[src/rtl/tme_pkg.sv]
package tme_pkg;
  localparam int ENTRY_W = 72;
  localparam int UNIT_W  = 4;
  localparam int OFS_W   = 7;
  localparam int DAY_W   = 9;
  localparam int PTR_W   = 12;
  localparam int WDAY_W  = 3;
  localparam int NDAYS   = 7;

  typedef struct packed {
    logic [NDAYS-1:0]  wmask;
    logic [DAY_W-1:0]  day_first;
    logic [DAY_W-1:0]  day_last;
    logic [UNIT_W-1:0] on_units;
    logic [OFS_W-1:0]  on_ofs;
    logic [UNIT_W-1:0] off_units;
    logic [OFS_W-1:0]  off_ofs;
    logic [PTR_W-1:0]  on_ptr;
    logic [PTR_W-1:0]  off_ptr;
  } sched_t;
endpackage

[src/rtl/tme_field_unpack.sv]
module tme_field_unpack
  import tme_pkg::*;
(
  input  logic [ENTRY_W-1:0] raw,
  output sched_t             fld
);
  // Reassemble split fields; bit 71 is left unused.
  always_comb begin
    fld.wmask     = raw[70:64];
    fld.day_first = {raw[39], raw[63:56]};
    fld.day_last  = {raw[31], raw[55:48]};
    fld.on_units  = raw[47:44];
    fld.off_units = raw[43:40];
    fld.on_ofs    = raw[38:32];
    fld.off_ofs   = raw[30:24];
    fld.on_ptr    = {raw[23:20], raw[15:8]};
    fld.off_ptr   = {raw[19:16], raw[7:0]};
  end
endmodule

[src/rtl/tme_minute_calc.sv]
module tme_minute_calc
  import tme_pkg::*;
#(
  parameter int UNIT_MIN = 120,
  parameter int TIME_W   = 11
) (
  input  logic [UNIT_W-1:0] units,
  input  logic [OFS_W-1:0]  ofs,
  output logic [TIME_W-1:0] minutes
);
  logic [TIME_W-1:0] u_ext;
  logic [TIME_W-1:0] o_ext;
  always_comb begin
    u_ext   = TIME_W'(units);
    o_ext   = TIME_W'(ofs);
    minutes = u_ext * TIME_W'(UNIT_MIN) + o_ext;
  end
endmodule

[src/rtl/tme_day_gate.sv]
module tme_day_gate
  import tme_pkg::*;
(
  input  logic [NDAYS-1:0]  wmask,
  input  logic [WDAY_W-1:0] wday,
  input  logic [DAY_W-1:0]  yday,
  input  logic [DAY_W-1:0]  first,
  input  logic [DAY_W-1:0]  last,
  output logic              pass
);
  logic wk_hit;
  logic in_range;
  always_comb begin
    wk_hit = 1'b0;
    for (int k = 0; k < NDAYS; k++) begin
      if (wday == WDAY_W'(k)) wk_hit = wk_hit | wmask[k];
    end
    in_range = (yday >= first) && (yday <= last);
    pass     = wk_hit && in_range;
  end
endmodule

[src/rtl/timer_event_match.sv]
module timer_event_match
  import tme_pkg::*;
#(
  parameter int UNIT_MIN = 120
) (
  input  logic                clk,
  input  logic                rst_n,
  input  logic                min_tick,
  input  logic [OFS_W-1:0]    clk_min,
  input  logic [UNIT_W-1:0]   clk_hr2,
  input  logic [DAY_W-1:0]    clk_yday,
  input  logic [WDAY_W-1:0]   clk_wday,
  input  logic [ENTRY_W-1:0]  entry,
  output logic                ev_valid,
  input  logic                ev_ready,
  output logic [PTR_W-1:0]    ev_ptr,
  output logic                ev_is_stop
);
  localparam int MAX_MIN = (2**UNIT_W - 1) * UNIT_MIN + (2**OFS_W - 1);
  localparam int TIME_W  = $clog2(MAX_MIN + 1);
  localparam int NCALC   = 3;  // 0: now, 1: start, 2: stop

  sched_t fld;
  logic   day_ok;
  logic [UNIT_W-1:0] calc_u [NCALC];
  logic [OFS_W-1:0]  calc_o [NCALC];
  logic [TIME_W-1:0] calc_m [NCALC];

  tme_field_unpack u_unpack (.raw(entry), .fld(fld));

  always_comb begin
    calc_u[0] = clk_hr2;       calc_o[0] = clk_min;
    calc_u[1] = fld.on_units;  calc_o[1] = fld.on_ofs;
    calc_u[2] = fld.off_units; calc_o[2] = fld.off_ofs;
  end

  for (genvar g = 0; g < NCALC; g++) begin : g_calc
    tme_minute_calc #(.UNIT_MIN(UNIT_MIN), .TIME_W(TIME_W)) u_calc (
      .units(calc_u[g]), .ofs(calc_o[g]), .minutes(calc_m[g])
    );
  end

  tme_day_gate u_day (
    .wmask(fld.wmask), .wday(clk_wday), .yday(clk_yday),
    .first(fld.day_first), .last(fld.day_last), .pass(day_ok)
  );

  logic hit_on, hit_off, slot_free;
  always_comb begin
    hit_on    = min_tick && day_ok && (calc_m[0] == calc_m[1]);
    hit_off   = min_tick && day_ok && (calc_m[0] == calc_m[2]);
    slot_free = !ev_valid || ev_ready;
  end

  always_ff @(posedge clk) begin
    if (!rst_n) begin
      ev_valid   <= 1'b0;
      ev_ptr     <= '0;
      ev_is_stop <= 1'b0;
    end else if (slot_free) begin
      ev_valid <= hit_on || hit_off;
      if (hit_on) begin
        ev_ptr     <= fld.on_ptr;
        ev_is_stop <= 1'b0;
      end else if (hit_off) begin
        ev_ptr     <= fld.off_ptr;
        ev_is_stop <= 1'b1;
      end
    end
  end
endmodule

[config.mk]
export PLATFORM = sky130hd
export DESIGN_NAME = timer_event_match
export DESIGN_NICKNAME = d
export VERILOG_FILES = /design/src/rtl/tme_pkg.sv /design/src/rtl/tme_field_unpack.sv /design/src/rtl/tme_minute_calc.sv /design/src/rtl/tme_day_gate.sv /design/src/rtl/timer_event_match.sv
export SDC_FILE = /design/constraint.sdc
export NUM_CORES = 1
export LEC_CHECK = 0
export BUFFER_PORTS_ARGS = -buffer_cell sky130_fd_sc_hd__buf_2
export CORE_MARGIN = 3
export CORE_UTILIZATION = 56
export CTS_CLUSTER_SIZE = 10
export DETAILED_ROUTE_END_ITERATION = 6
export PLACE_DENSITY = 0.89
export SYNTH_ARGS = -nofsm -noshare
export SYNTH_HDL_FRONTEND = slang
export SYNTH_SLANG_ARGS = --single-unit
[constraint.sdc]
create_clock -name clk -period 8.12 [get_ports clk]
set_input_delay 0.812 -clock clk [delete_from_list [all_inputs] [get_ports clk]]
set_output_delay 0.812 -clock clk [all_outputs]
set_load 0.02 [all_outputs]
==> impl_metrics.py, run 1 <==
metrics = {
    "placement": {
        "gp_congestion": 0.816,
        "portBuffers": 111,
        "dp_hpwl_um": 6510,
    },
    "synth": {
        "synth.largest_area_cell": "ha_1",
        "synth_top_area_share_pct": 25.0,
        "synth_nets": 526,
        "synth_area_leaders": "ha_1 (25%), fa_1 (11%), dfxtp_1 (8.9%), inv_1 (8.1%), xnor2_1 (6.9%)",
        "synth.distinct_cells": 55,
        "synth.avg_cell_area_sq_um": 9.13,
        "yosysSeqAreaShare_pct": 8.87,
        "yosysWarnings": 0,
        "synth_compound_area_share_pct": 18.8,
        "synth.cell_area_sq_um": 3160,
        "yosys.area_share.simple_pct": 10.9,
        "synthAdderAreaFrac_pct": 36.4,
        "synth_xor_area_share_pct": 14.5,
        "synth_top_family_by_area": "adder cells",
        "synthCells": 346,
        "synthMuxAreaShare_pct": 1.70,
        "synth_seq_cells": 14,
    },
    "min_path": {
        "hold_class": "reg -> reg",
    },
    "floorplan": {
        "die_area_sq_um": 6580,
        "die_width_um": 81.1,
        "core_sq_um": 5270,
        "io_pins": 113,
        "fp.dieH_um": 81.1,
        "rows": 26,
        "start_util_pct": 59.9,
    },
    "setup_path": {
        "crit_arrival_ps": 5170,
        "critPathMaxFanout": 12,
        "crit_type": "in -> reg",
        "worstSetupStartpointType": "input pin",
        "worstSetupEndpointType": "register",
        "required_ps": 8310,
    },
    "sta": {
        "setup-violations-final": 0,
        "grt_setup_unrepaired": "no",
        "tns_ps": 0,
        "max_clock_freq_mhz": 201,
        "hold_viol": 0,
        "slew-limit-headroom_pct": 71.9,
        "finalCriticalPeriod_ps": 4980,
        "worst_slew_pin_slew_ps": 419,
        "worst_clock_skew_ps": 1.06,
        "slew_viol_final": 0,
        "finalCritPeriodShare_pct": 61.3,
    },
    "cells_and_area": {
        "final_common_cell": "buf_2",
        "final_util_pct": 72.4,
        "diodes": 0,
        "drive_above_1_share_pct": 30.5,
        "area_growth_pct": 20.8,
        "final_cell_mix": "buf_2 (111), inv_1 (68), ha_1 (63)",
        "num-fill-cells": 408,
        "final_nets": 638,
    },
    "cts": {
        "cts_tree": "built",
        "cts_max_path_buffers": 2,
        "worstSkewPairLatency_ps": 240,
        "cts_buffers": 3,
        "root_buffer": "clkbuf_8",
        "cts_sinks": 14,
        "hold_buffers": 0,
        "cts_htree_levels": 1,
        "cts_setup_buffers": 0,
        "post_cts_resized": 0,
        "clkSlewWorstSetupHoldPaths_ps": 60,
    },
    "routing": {
        "viasPerCell": 5.28,
        "drc_errors": 0,
        "via_count": 2778,
        "ant_nets": 0,
        "wire_per_inst_um": 13.7,
        "dr.pass1.iters": 4,
        "wl_um": 7190,
        "drt-initial-drc-count": 47,
    },
    "global_route": {
        "antenna_found_initial": 0,
        "grt_max_degree": 15,
        "grt_usage_pct": 21.4,
        "grt_first_pass_wirelength_um": 11500,
        "grt_overflow": 0,
        "grt_pass1_vias": 2877,
    },
    "pwr": {
        "p_leak_nw": 2.14,
        "peakVddDrop_mv": 0.0886,
        "power.density_nw_per_um2": 144,
    },
    "run": {
        "max_cap_violations": 0,
    },
    "run_status": {
        "status": "finished clean",
    },
}
-- logic make-up (layout without fill, tap and decap cells) --
| kind of cell | after synthesis | in the layout |
|---|---|---|
| xor+xnor | 45 | 45 |
| buf+inv | 72 | 182 |
| flops | 14 | 14 |
| fa+ha+maj | 81 | 81 |
| compound gates | 75 | 75 |
| mux | 4 | 4 |
| simple gates | 55 | 55 |
-- where the power goes --
group / internal, mW / leakage [nW] / switching [mW] / total, mW
combinational: 0.209 / 2.01 / 0.216 / 0.424
clock: 0.0328 / 0.0216 / 0.0243 / 0.0572
sequential: 0.0688 / 0.113 / 0.0000382 / 0.0688
total: 0.310 / 2.14 / 0.240 / 0.550
-- critical path, cell delays in order --
cell and delay, ps:
buf_2 120, inv_1 160, fa_1 490, fa_1 530, inv_1 70, fa_1 480
ha_1 320, or2_1 240, o211ai_1 150, nor3_2 90, xnor2_2 220, xnor3_1 390
nor4_4 330, nand2_2 130, nand2_1 340, o221a_2 270
-- cells in the mapped netlist, drive strengths merged --
cell type,instances
inv,68
ha,63
nor3,3
and2b,1
and3b,1
o31a,1
or2,2
mux4,1
nor4,3
buf,3
fa,18
mux2,1
o221a,13
a21boi,2
o21a,20
nor2b,5
xor2,15
nand2b,3
o211a,1
nand2,6
a211oi,5
o2111ai,1
and3,2
xnor2,26
o211ai,1
nor3b,3
clkbuf,1
a31oi,1
xnor3,4
a21o,8
a311oi,1
nor2,12
and4bb,1
a211o,2
nand4,6
o31ai,1
o21ai,6
nand3,5
a21oi,12
dfxtp,14
mux2i,2
nand3b,2
-- stage by stage --
stage          area, sq um  hold slack [ps]  power, mW  setup slack [ps]  instances
3_3_place_gp          3770              477      0.474              3010        523
4_1_cts               3810              502      0.552              3170        526
3_5_place_dp          3770              485      0.493              2920        523
6_report              3810              500      0.550              3140        526
2_1_floorplan         3160              621      0.407              3420        346
5_1_grt               3810              516      0.601              2930        526
-- state kept, by name, indices dropped and copies added (netlist names) --
name and count:
ev_is_stop 1, ev_ptr 12, ev_valid 1
-- layout make-up --
type                       count  area [sq um]  area share, %
tap                           70          87.6           2.30
multi-input combinational    260          2590           68.0
clock buffer                   3          41.3           1.08
sequential                    14           280           7.35
inverter                      68           255           6.69
timing repair buffer         111           556           14.6
-- metal layers --
layer | vias up | part of all wire (%) | global-route usage [%]
li1 | 1410 | - | -
met1 | 1285 | 40 | 23.6
met2 | 66 | 53 | 41.6
met3 | 17 | 5.1 | 3.66
met4 | 0 | 1.9 | 5.91
met5 | - | 0 | 0
-- worst paths after layout --
check                           slack (ps)  depth (start not counted)                    start                      end
worst min-delay path                   500                          1  ev_is_stop$_SDFFE_PN0P_  ev_is_stop$_SDFFE_PN0P_
worst max-delay path                  3140                         16               clk_hr2[2]   ev_ptr[9]$_SDFFE_PN0P_
worst max register to register        6280                          6    ev_valid$_SDFFE_PN0P_   ev_ptr[9]$_SDFFE_PN0P_
worst min register to register         500                          1  ev_is_stop$_SDFFE_PN0P_  ev_is_stop$_SDFFE_PN0P_
Power figures use the tool's default switching activity.
==> run 2, diff against run 1 <==
--- a/config.mk
+++ b/config.mk
@@ -7,10 +7,10 @@
 export LEC_CHECK = 0
 export BUFFER_PORTS_ARGS = -buffer_cell sky130_fd_sc_hd__buf_2
 export CORE_MARGIN = 3
-export CORE_UTILIZATION = 56
+export CORE_UTILIZATION = 52
 export CTS_CLUSTER_SIZE = 10
 export DETAILED_ROUTE_END_ITERATION = 6
-export PLACE_DENSITY = 0.89
+export PLACE_DENSITY = 0.83
 export SYNTH_ARGS = -nofsm -noshare
 export SYNTH_HDL_FRONTEND = slang
 export SYNTH_SLANG_ARGS = --single-unit
==> constraint.sdc (replaced) <==
create_clock -name clk -period 4.8 [get_ports clk]
set_input_delay 0.48 -clock clk [delete_from_list [all_inputs] [get_ports clk]]
set_output_delay 0.48 -clock clk [all_outputs]
set_load 0.02 [all_outputs]
==> impl_metrics.py, run 2 (same netlist as run 1, synthesis figures left out) <==
metrics = {
    "setup_path": {
        "crit_arrival_ps": 4610,
        "required_ps": 4930,
        "crit_type": "in -> reg",
        "worstSetupStartpointType": "input pin",
        "critPathMaxFanout": 13,
        "worstSetupEndpointType": "register",
    },
    "cells_and_area": {
        "final_cell_mix": "buf_2 (111), inv_1 (68), ha_1 (63)",
        "largest_register_ffs": 12,
        "area_growth_pct": 22.3,
        "final-seq-area_sq_um": 280,
        "multi_input_area_sq_um": 2590,
        "num-fill-cells": 476,
        "final_common_cell": "buf_2",
        "final_nets": 642,
        "drive_above_1_share_pct": 31.2,
        "diodes": 0,
        "largest-register": "ev_ptr",
        "reg.largest.list": "ev_ptr: 12 flops, ev_is_stop: 1 flops, ev_valid: 1 flops",
    },
    "floorplan": {
        "fp.dieH_um": 83.9,
        "die_area_sq_um": 7040,
        "die_width_um": 83.9,
        "start_util_pct": 55.6,
        "core_sq_um": 5680,
        "io_pins": 113,
        "rows": 27,
    },
    "global_route": {
        "antenna_found_initial": 0,
        "grt_pass1_vias": 2890,
        "grt_first_pass_wirelength_um": 12000,
        "met1_usage_pct": 23.4,
        "grt_usage_pct": 20.0,
        "busiest_layer": "met2",
        "grt_max_degree": 15,
        "grtUsageMet3_pct": 2.27,
        "grt_overflow": 0,
        "gr-usage-met2_pct": 38.8,
    },
    "cts": {
        "cts_buffers": 3,
        "worstSkewPairLatency_ps": 240,
        "post_cts_resized": 0,
        "cts_tree": "built",
        "hold_buffers": 0,
        "clkSlewWorstSetupHoldPaths_ps": 60,
        "root_buffer": "clkbuf_8",
        "cts_htree_levels": 1,
        "cts_setup_buffers": 0,
        "cts_sinks": 14,
        "cts_max_path_buffers": 2,
    },
    "min_path": {
        "hold_class": "reg -> reg",
    },
    "routing": {
        "dr.pass1.iters": 4,
        "via_count": 2759,
        "viasPerCell": 5.18,
        "wl_um": 7130,
        "drt-initial-drc-count": 76,
        "drc_errors": 0,
        "wire_per_inst_um": 13.4,
        "ant_nets": 0,
    },
    "sta": {
        "finalCriticalPeriod_ps": 4480,
        "setup-violations-final": 0,
        "grt_setup_unrepaired": "no",
        "finalCritPeriodShare_pct": 93.3,
        "max_clock_freq_mhz": 223,
        "worst_slew_pin_slew_ps": 393,
        "worst_clock_skew_ps": 5.93,
        "slew-limit-headroom_pct": 73.6,
        "tns_ps": 0,
        "hold_viol": 0,
        "slew_viol_final": 0,
    },
    "pwr": {
        "power.total_mw": 0.946,
        "p_leak_nw": 2.17,
        "power.density_nw_per_um2": 245,
        "peakVddDrop_mv": 0.151,
    },
    "placement": {
        "gp_congestion": 0.878,
        "portBuffers": 111,
        "dp_hpwl_um": 6490,
    },
    "run": {
        "max_cap_violations": 0,
    },
    "run_status": {
        "status": "finished clean",
    },
}
==> run 2: changes by cell type in the layout (fill, tap and decap cells not counted) <==
cell / before / now
buf_4: 0 / 4
clkbuf_8: 3 / 4
==> run 2: area by class of cell <==
cell class / count / share of cell area [%]
clock buffers: 4 / 1.43
inverters: 68 / 6.61
multi-input cells: 260 / 67.2
flip-flops and latches: 14 / 7.26
well taps: 72 / 2.33
repair buffers: 115 / 15.2
==> run 2: path summary, 6_finish.rpt <==
| kind | startpoint | end | slack [ps] | cells past startpoint |
|---|---|---|---|---|
| worst max-delay path | clk_hr2[1] | ev_ptr[1]$_SDFFE_PN0P_ | 320 | 16 |
| worst max register to register | ev_valid$_SDFFE_PN0P_ | ev_ptr[1]$_SDFFE_PN0P_ | 3080 | 6 |
| worst min-delay path | ev_is_stop$_SDFFE_PN0P_ | ev_is_stop$_SDFFE_PN0P_ | 500 | 1 |
| worst min register to register | ev_is_stop$_SDFFE_PN0P_ | ev_is_stop$_SDFFE_PN0P_ | 500 | 1 |
==> run 2: layer usage <==
layer	vias to the layer above	wire [um]
met1	1277	2950
met5	-	0
met2	57	3800
li1	1413	-
met3	12	288
met4	0	95
==> run 2: critical path: stages <==
cell	delay [ps]
buf_2	120
inv_1	110
fa_1	470
fa_1	510
inv_1	70
fa_1	480
ha_1	320
or2_1	230
o211ai_1	120
nor3_2	80
xnor2_2	200
xnor3_1	380
nor4_4	330
nand3b_2	290
o21a_1	270
o221a_2	120
==> run 2: through the flow <==
stage / instance area (sq um) / hold WS [ps] / worst slack, ps / util (%) / instances
global route: 3860 / 497 / 56.4 / 68.0 / 533
global placement: 3810 / 478 / 127 / 67.1 / 529
floorplan: 3160 / 621 / 428 / - / 346
finish: 3860 / 496 / 321 / 68.0 / 533
detailed placement: 3810 / 487 / 47.4 / 67.1 / 529
CTS: 3860 / 496 / 310 / 68.0 / 533
==> run 2: report_power, final <==
part	leakage, nW	switching [mW]	internal (mW)
clock network	0.0288	0.0415	0.0725
logic	2.03	0.357	0.359
registers	0.113	0.0000663	0.116
total	2.17	0.399	0.548
==> run 3, diff against run 2 <==
--- a/config.mk
+++ b/config.mk
@@ -5,12 +5,13 @@
 export SDC_FILE = /design/constraint.sdc
 export NUM_CORES = 1
 export LEC_CHECK = 0
+export ABC_AREA = 1
 export BUFFER_PORTS_ARGS = -buffer_cell sky130_fd_sc_hd__buf_2
 export CORE_MARGIN = 3
-export CORE_UTILIZATION = 52
+export CORE_UTILIZATION = 58
 export CTS_CLUSTER_SIZE = 10
 export DETAILED_ROUTE_END_ITERATION = 6
-export PLACE_DENSITY = 0.83
+export PLACE_DENSITY = 0.95
 export SYNTH_ARGS = -nofsm -noshare
 export SYNTH_HDL_FRONTEND = slang
 export SYNTH_SLANG_ARGS = --single-unit
==> constraint.sdc (replaced) <==
create_clock -name clk -period 5.4 [get_ports clk]
set_input_delay 0.54 -clock clk [delete_from_list [all_inputs] [get_ports clk]]
set_output_delay 0.54 -clock clk [all_outputs]
set_load 0.02 [all_outputs]
==> impl_metrics.py, run 3 <==
metrics = {
    "synth": {
        "synth.cell_area_sq_um": 3800,
        "synth.largest_area_cell": "ha_1",
        "synth_nets": 822,
        "synthCells": 642,
        "synth.distinct_cells": 29,
        "post-synth-top-count-cell": "nand2_1",
        "synth.avg_cell_area_sq_um": 5.91,
        "yosysWarnings": 0,
        "synth_common_cells": "nand2_1 (203), inv_1 (142), ha_1 (63), nor2_1 (59), nand3_1 (46)",
        "synthFlopType": "dfxtp_1",
        "synth_top_area_share_pct": 20.8,
        "synth_area_leaders": "ha_1 (21%), nand2_1 (20%), inv_1 (14%), fa_1 (9.5%), dfxtp_1 (7.4%)",
        "synth_edf_count": 0,
        "yosysSeqAreaShare_pct": 7.38,
        "synth_seq_cells": 14,
        "postSynth.asyncResetShare_pct": 0,
    },
    "run": {
        "max_cap_violations": 0,
    },
    "run_status": {
        "status": "finished clean",
    },
    "cts": {
        "cts_max_path_buffers": 2,
        "clkSlewWorstSetupHoldPaths_ps": 60,
        "cts_htree_levels": 1,
        "cts_buffers": 3,
        "worstSkewPairLatency_ps": 240,
        "cts_tree": "built",
        "post_cts_resized": 0,
        "hold_buffers": 0,
        "cts_setup_buffers": 0,
        "cts_sinks": 14,
        "root_buffer": "clkbuf_8",
    },
    "sta": {
        "worst_clock_skew_ps": 1.09,
        "hold_viol": 0,
        "grt_setup_unrepaired": "no",
        "setup_ws_ps": 1020,
        "worst_slew_pin_slew_ps": 458,
        "finalCritPeriodShare_pct": 81.1,
        "setup-violations-final": 0,
        "finalCriticalPeriod_ps": 4380,
        "max_clock_freq_mhz": 228,
        "tns_ps": 0,
        "slew_viol_final": 0,
        "slew-limit-headroom_pct": 69.4,
    },
    "routing": {
        "ant_nets": 0,
        "wire_per_inst_um": 10.8,
        "via_count": 4045,
        "dr.pass1.iters": 4,
        "drt-initial-drc-count": 123,
        "wl_um": 8880,
        "drc_errors": 0,
        "viasPerCell": 4.90,
    },
    "placement": {
        "dp_cells": 822,
        "portBuffers": 111,
        "dp_hpwl_um": 7850,
        "post-place-ws_ps": 770,
        "gp_congestion": 0.861,
    },
    "pwr": {
        "peakVddDrop_mv": 0.137,
        "p_leak_nw": 2.87,
        "power.density_nw_per_um2": 197,
    },
    "cells_and_area": {
        "final_nets": 932,
        "largest_register_ffs": 12,
        "layoutNonFillerInstCount": 825,
        "reg.largest.list": "ev_ptr: 12 flops, ev_is_stop: 1 flops, ev_valid: 1 flops",
        "largest-register": "ev_ptr",
        "area_growth_pct": 17.1,
        "final_cell_mix": "nand2_1 (203), inv_1 (142), buf_2 (111)",
        "final_common_cell": "nand2_1",
        "drive_above_1_share_pct": 17.2,
        "diodes": 0,
    },
    "setup_path": {
        "crit_arrival_ps": 4520,
        "crit_type": "in -> reg",
        "worstSetupEndpointType": "register",
        "required_ps": 5540,
        "worstSetupStartpointType": "input pin",
        "worstRegToRegCells": 7,
        "r2r_setup_slack_ps": 4260,
        "critPathMaxFanout": 25,
        "worstReg2RegStart": "ev_valid$_SDFFE_PN0P_",
        "reg2reg_to": "ev_ptr[3]$_SDFFE_PN0P_",
    },
    "floorplan": {
        "fp.dieH_um": 86.9,
        "io_pins": 113,
        "start_util_pct": 61.9,
        "die_area_sq_um": 7550,
        "rows": 28,
        "core_sq_um": 6130,
        "die_width_um": 86.9,
    },
    "global_route": {
        "grt_overflow": 0,
        "grt_usage_pct": 23.2,
        "grt_first_pass_wirelength_um": 14700,
        "grt_max_degree": 26,
        "grt_pass1_vias": 3846,
        "antenna_found_initial": 0,
    },
    "min_path": {
        "hold_path_depth": 2,
        "hold_class": "reg -> reg",
        "hold_end": "ev_is_stop$_SDFFE_PN0P_",
        "min_from": "ev_is_stop$_SDFFE_PN0P_",
    },
}
-- run 3: cell count changes after synthesis, sizes merged, moves of 8 or more --
| cell | delta |
|---|---|
| o21a | -20 |
| nand2 | +202 |
| o21ai | +19 |
| xnor2 | -11 |
| inv | +75 |
| xor2 | -10 |
| nand3 | +42 |
| a21o | -8 |
| o221a | -13 |
| nor2 | +52 |
-- run 3: cell families after synthesis --
kind of cell	synth area share, %
xor gates and xnor gates	4.81
and+or+nand+nor	36.0
adders and majority gates	30.3
buffers and inverters	15.2
DFF	7.38
AOI/OAI and AO/OA	6.36
-- run 3: worst max-delay path by stage --
stage               start                     end  slack (ps)  cells after the start
6_report       clk_hr2[2]  ev_ptr[1]$_SDFFE_PN0P_        1020                     22
5_1_grt        clk_hr2[2]  ev_ptr[1]$_SDFFE_PN0P_         600                     22
4_1_cts        clk_hr2[2]  ev_ptr[3]$_SDFFE_PN0P_        1010                     23
3_5_place_dp   clk_hr2[2]  ev_ptr[1]$_SDFFE_PN0P_         770                     22
3_3_place_gp   clk_hr2[2]  ev_ptr[5]$_SDFFE_PN0P_         880                     21
2_1_floorplan  clk_hr2[2]  ev_ptr[0]$_SDFFE_PN0P_        1440                     21
-- run 3: cell type report --
type	count	area (sq um)
multi-input cells	479	2940
repair buffers	111	556
well taps	75	93.8
flip-flops and latches	14	280
fillers	508	1690
inverters	143	537
clock buffers	3	41.3
-- run 3: critical path: stages --
cell,delay (ps)
buf_2,120
inv_1,160
fa_1,490
fa_1,520
inv_1,70
fa_1,500
ha_1,380
nand3_1,120
nand2_1,100
nand2_1,70
nand2_1,110
inv_1,70
nand2_1,70
nand3_1,60
nor2_1,90
nand2_1,80
nor2_2,120
nand3_2,260
nand2_2,200
nand2_4,160
nor2_1,160
nor2_1,60
-- run 3: per-stage QoR --
stage	hold WS [ps]	power [mW]	utilization, %	area, sq um
2_1_floorplan	524	0.633	-	3800
3_3_place_gp	434	0.749	71.8	4400
3_5_place_dp	438	0.786	71.8	4400
4_1_cts	447	0.875	72.5	4450
5_1_grt	484	0.990	72.5	4450
6_report	442	0.875	72.5	4450
-- run 3: report_power, final --
part / internal (mW) / switching [mW]
Combinational: 0.266 / 0.420
Sequential: 0.103 / 0.0000442
Clock: 0.0493 / 0.0354
-- run 3: per-layer routing --
layer / vias to the layer above / global-route usage, % / part of all wire [%]
met5: - / 0 / 0
met4: 0 / 5.81 / 1.5
met3: 14 / 2.27 / 5.5
met2: 101 / 48.3 / 54
met1: 1760 / 23.9 / 39
li1: 2170 / - / -
